`src/rtl/cordic_phase_det.sv`:
```
module cordic_phase_det #(
  parameter int IW        = 16,
  parameter int PW        = 18,
  parameter int ITER      = 18,
  parameter int GB        = 10,
  parameter int ZG        = 4,
  parameter int MAG_SCALE = 1
) (
  input  logic                 clk,
  input  logic                 rst_n,
  input  logic                 in_valid,
  input  logic signed [IW-1:0] in_i,
  input  logic signed [IW-1:0] in_q,
  output logic                 out_valid,
  output logic signed [PW-1:0] out_phase,
  output logic [IW+1:0]        out_mag
);
  localparam int XW = IW + 3 + GB;
  localparam int ZF = PW - 2 + ZG;
  localparam int ZW = ZF + 2;
  localparam int MW = IW + 2;
  localparam real PI = 3.14159265358979323846;
  localparam logic signed [ZW-1:0] Z_ONE = ZW'(2**ZF);
  localparam logic signed [ZW-1:0] ZRND  = ZW'(2**(ZG-1));
  localparam logic signed [XW-1:0] XRND  = XW'(2**(GB-1));

  logic signed [XW-1:0] ie, qe;
  logic                 lhp;
  assign ie  = XW'(in_i) <<< GB;
  assign qe  = XW'(in_q) <<< GB;
  assign lhp = in_i[IW-1];

  logic signed [XW-1:0] x0, y0;
  logic signed [ZW-1:0] z0;
  logic                 v0, zf0;

  always_ff @(posedge clk or negedge rst_n)
    if (!rst_n) v0 <= 1'b0;
    else        v0 <= in_valid;

  always_ff @(posedge clk) begin
    x0  <= lhp ? -ie : ie;
    y0  <= lhp ? -qe : qe;
    z0  <= !lhp ? '0 : (in_q[IW-1] ? -Z_ONE : Z_ONE);
    zf0 <= (in_i == '0) && (in_q == '0);
  end

  for (genvar k = 0; k < ITER; k++) begin : g_it
    localparam logic signed [ZW-1:0] ALPHA =
      ZW'($rtoi($atan(2.0 ** (-k)) / PI * (2.0 ** ZF) + 0.5));
    logic signed [XW-1:0] xi, yi, xo, yo;
    logic signed [ZW-1:0] zi, zo;
    logic                 vi, zfi, vo, zfo, yneg;

    if (k == 0) begin : g_src
      assign xi = x0; assign yi = y0; assign zi = z0;
      assign vi = v0; assign zfi = zf0;
    end else begin : g_src
      assign xi = g_it[k-1].xo; assign yi = g_it[k-1].yo; assign zi = g_it[k-1].zo;
      assign vi = g_it[k-1].vo; assign zfi = g_it[k-1].zfo;
    end

    assign yneg = yi[XW-1];

    always_ff @(posedge clk or negedge rst_n)
      if (!rst_n) vo <= 1'b0;
      else        vo <= vi;

    always_ff @(posedge clk) begin
      xo  <= yneg ? xi - (yi >>> k) : xi + (yi >>> k);
      yo  <= yneg ? yi + (xi >>> k) : yi - (xi >>> k);
      zo  <= yneg ? zi - ALPHA : zi + ALPHA;
      zfo <= zfi;
    end
  end

  logic signed [XW-1:0] xl, xm;
  logic signed [ZW-1:0] zl;
  logic                 vl, zfl;
  assign xl  = g_it[ITER-1].xo;
  assign zl  = g_it[ITER-1].zo;
  assign vl  = g_it[ITER-1].vo;
  assign zfl = g_it[ITER-1].zfo;

  if (MAG_SCALE != 0) begin : g_gain
    logic signed [XW-1:0] m0, m1, m2, m3;
    assign m0 = xl >>> 1;
    assign m1 = m0 + (m0 >>> 2);
    assign m2 = m1 - (m1 >>> 5);
    assign m3 = m2 + (m2 >>> 8);
    assign xm = m3 - (m3 >>> 10);
  end else begin : g_gain
    assign xm = xl;
  end

  always_ff @(posedge clk or negedge rst_n)
    if (!rst_n) out_valid <= 1'b0;
    else        out_valid <= vl;

  always_ff @(posedge clk) begin
    out_phase <= zfl ? '0 : PW'((zl + ZRND) >>> ZG);
    out_mag   <= zfl ? '0 : MW'((xm + XRND) >>> GB);
  end
endmodule

```
`config.mk`:
```
export PLATFORM = sky130hd
export DESIGN_NAME = cordic_phase_det
export DESIGN_NICKNAME = d
export VERILOG_FILES = /design/src/rtl/cordic_phase_det.sv
export SDC_FILE = /design/constraint.sdc
export NUM_CORES = 2
export LEC_CHECK = 0
export BUFFER_PORTS_ARGS = -buffer_cell sky130_fd_sc_hd__buf_2
export CAP_MARGIN = 20
export CORE_AREA = 2 2 471 473
export CTS_BUF_LIST = sky130_fd_sc_hd__clkbuf_16
export DETAILED_ROUTE_END_ITERATION = 10
export DIE_AREA = 0 0 473 475
export PLACE_DENSITY = 0.61
export SYNTH_ARGS = -nofsm -noshare
export SYNTH_HDL_FRONTEND = slang
export SYNTH_SLANG_ARGS = --single-unit
export TNS_END_PERCENT = 20
```
`constraint.sdc`:
```
create_clock -name clk -period 20.6 [get_ports clk]
set_input_delay 1.03 -clock clk [delete_from_list [all_inputs] [get_ports clk]]
set_output_delay 1.03 -clock clk [all_outputs]
set_load 0.03 [all_outputs]
```
==> results.toml <==
[timing]
rsz0062_at_grt = "no"
worst_pin_slew_ps = 1090
min_period_ps = 11920
slew_headroom = 0.266
slew_violations = 0
tns_ps = 0
max_freq_mhz = 83.9
hold_violations = 0
setup_viol = 0
finalClockSkew_ps = 38.2
period_share = 0.579

[clock_network]
cts_buffer_depth = 3
cts_resized = 0
clk_latency_ps = 820
cts_buffers = 162
cts_sinks = 1389
post_cts.repair.setup_buffers = 0
cts_tree = "yes"
clk_pin_slew_ps = 60
postCtsHoldBufs = 0
cts-root-buf = "clkbuf_16"
cts_max_level = 4

[route]
ant_nets = 0
drc = 0
wl_per_cell_um = 16.9
first_pass_iters = 6
routed_wl_um = 251000
drt_iter0_drc = 4735
via_count = 80226
vias_per_cell = 5.42

[grt]
grt_max_degree = 68
grtUsageTotal = 0.218
grt_pass1_vias = 76244
antenna_found_initial = 5
grt.overflow.total = 0
grt_pass1_wl_um = 401000

[worst_setup_path]
worstSetupStartpointType = "flop"
crit_slowest_cell = "o41ai_1"
worstSetupEndpointType = "flop"
startpoint = "g_it[17].xo[3]"
rr_worst_depth = 48
cpPeakStageDelay_ps = 690
reg2reg_from = "g_it[17].xo[3]"
critical_path_arrival_ps = 12680
crit_type = "reg2reg"
cpMostUsedCell = "a21oi_1"
crit_end = "out_mag[17]"
reg2reg_to = "out_mag[17]"
reg2reg_setup_slack_ps = 8680
path_max_fanout = 4
cp_data_required_time_ps = 21350

[logic_synthesis]
ys_ff_latch = 1389
yosys_most_used_dff = "dfxtp_1"
ys_seq_area_frac = 0.284
yosys_warnings = 0
synthDistinctLibCells = 99
synthCells = 11675
synthArstFlopShare = 0.0144
syn_avg_cell_area_um2 = 8.43
synthesis.area_um2 = 98400
synth_edf_count = 0

[placed_design]
place_hpwl_um = 202000
io_buffers = 71
gp_congestion = 0.917

[finish]
drive_above_1_share = 0.0417
nets = 13262
syn2layout_area_growth_pct = 9.25
n_fill_cell = 20827

[hold_path]
hold_class = "in2async"

[floorplanning]
rows = 172
dieWidth_um = 473
pin_count = 72
die_h_um = 475
start_util = 0.449
fp.coreArea_um2 = 219000
fp.dieArea_um2 = 225000

[status]
outcome = "finished clean"

[flow_run]
max_cap_violations = 0
-- how the worst min path moves through the flow --
stage          depth (start not counted)            to  slack [ps]
2_1_floorplan                          0   g_it[0].zfo         310
3_3_place_gp                           0   g_it[0].zfo         310
3_5_place_dp                           0  g_it[12].zfo         310
4_1_cts                                1   g_it[17].vo          80
5_1_grt                                1   g_it[16].vo         120
6_report                               1   g_it[15].vo         130
-- synthesized netlist by cell type (all sizes together), types with 42 or more instances --
cell type	count	area, um2
a21boi	143	1070
a21o	238	1790
a21oi	1012	5070
a31oi	100	626
and2	96	601
and3	108	681
clkbuf	125	469
dfxtp	1369	27400
fa	46	921
ha	1390	17400
inv	863	3240
mux2i	42	420
nand2	544	2040
nand2b	102	638
nand3	183	916
nor2	1298	4870
nor2b	126	788
nor3	411	2060
nor4	90	578
o211ai	49	373
o21a	156	1170
o21ai	570	2850
o21bai	249	1870
or3	122	763
or4	49	368
xnor2	1105	9680
xor2	490	4290
-- critical path, delay by kind of cell (launching register included) --
family | cells | cell delay (ps)
flops | 1 | 320
simple gates | 11 | 2530
fa+ha+maj | 6 | 1870
compound gates | 25 | 5890
buf+inv | 2 | 220
xor+xnor | 4 | 1050
-- flip-flops by register name (all words and copies together) (netlist names), 17 cells and up --
| register | count |
|---|---|
| g_it.vo | 17 |
| g_it.zi | 23 |
| g_it.zfo | 17 |
| g_it.zo | 321 |
| g_it.yo | 417 |
| g_it.yi | 48 |
| g_it.xi | 48 |
| g_it.xo | 457 |
| out_mag | 18 |
| out_phase | 18 |
-- metal layers --
metal | up-vias | wire length (um) | track usage | share of wire
met2 | 1430 | 111000 | 0.351 | 0.44
met3 | 356 | 10000 | 0.0275 | 0.040
met5 | - | 0 | 0 | 0
li1 | 41147 | - | - | -
met1 | 37293 | 122000 | 0.300 | 0.49
met4 | 0 | 7840 | 0.0705 | 0.031
-- logic make-up (layout without fill, tap and decap cells) --
kind of cell | after synthesis | after routing | share of synthesized area
adder cells (fa/ha/maj) | 1436 | 1436 | 0.186
AND/OR/NAND/NOR | 3288 | 3288 | 0.158
AO/OA/AOI/OAI | 2866 | 2866 | 0.183
XOR/XNOR | 1596 | 1596 | 0.142
flip-flops | 1389 | 1389 | 0.284
other | 1 | 5 | 0.0000381
buffers and inverters | 1019 | 1270 | 0.0390
multiplexers | 80 | 80 | 0.00862
-- area by class of cell --
type                            count  area (um2)  share of cell area
Timing Repair Buffer              101         571             0.00531
Inverter                          868        3260              0.0303
Sequential cell                  1389       27900               0.260
Tap cell                         2871        3590              0.0334
Clock buffer                      163        4080              0.0379
Antenna cell                        2        5.00           0.0000466
Clock inverter                    138        1400              0.0130
Multi-Input combinational cell   9269       66700               0.620
-- per-stage QoR --
stage | hold slack (ps) | setup WS, ps | utilization | instance area (um2) | std cells
2_1_floorplan | 310 | 10340 | - | 98400 | 11677
6_report | 134 | 8680 | 0.491 | 107000 | 14801
3_5_place_dp | 312 | 8630 | 0.466 | 102000 | 14495
4_1_cts | 77.3 | 8640 | 0.491 | 107000 | 14796
5_1_grt | 115 | 7820 | 0.491 | 107000 | 14800
3_3_place_gp | 312 | 8660 | 0.466 | 102000 | 14494
-- cells in the final DEF, fill, tap and decap left out, types with 35 or more instances in the layout --
cell | synthesis | final
a21o_1 | 238 | 238
nand4_1 | 40 | 40
nand2_1 | 544 | 544
nor3b_1 | 36 | 36
o31ai_1 | 40 | 40
o21a_1 | 156 | 156
and3_1 | 107 | 107
o211ai_1 | 48 | 48
o21ai_0 | 568 | 568
nor3_1 | 411 | 411
buf_2 | 6 | 73
fa_1 | 46 | 46
xnor2_1 | 1105 | 1105
nand3_1 | 183 | 183
nor2b_1 | 126 | 126
or3_1 | 122 | 122
o41ai_1 | 39 | 39
a21boi_0 | 143 | 143
or4_1 | 49 | 49
nor4_1 | 89 | 88
nand2b_1 | 102 | 102
and2_1 | 95 | 95
a21oi_1 | 1011 | 1011
xor2_1 | 490 | 490
dfxtp_1 | 1369 | 1355
mux2i_1 | 42 | 42
a31oi_1 | 100 | 100
nor2_1 | 1297 | 1297
clkbuf_16 | 0 | 163
o21bai_1 | 249 | 249
ha_1 | 1390 | 1390
inv_1 | 863 | 882
a31o_2 | 35 | 35
mux2_2 | 38 | 38
Power is not shown: default switching activity piles up to over one toggle a cycle in this logic, so the estimate is an artifact.
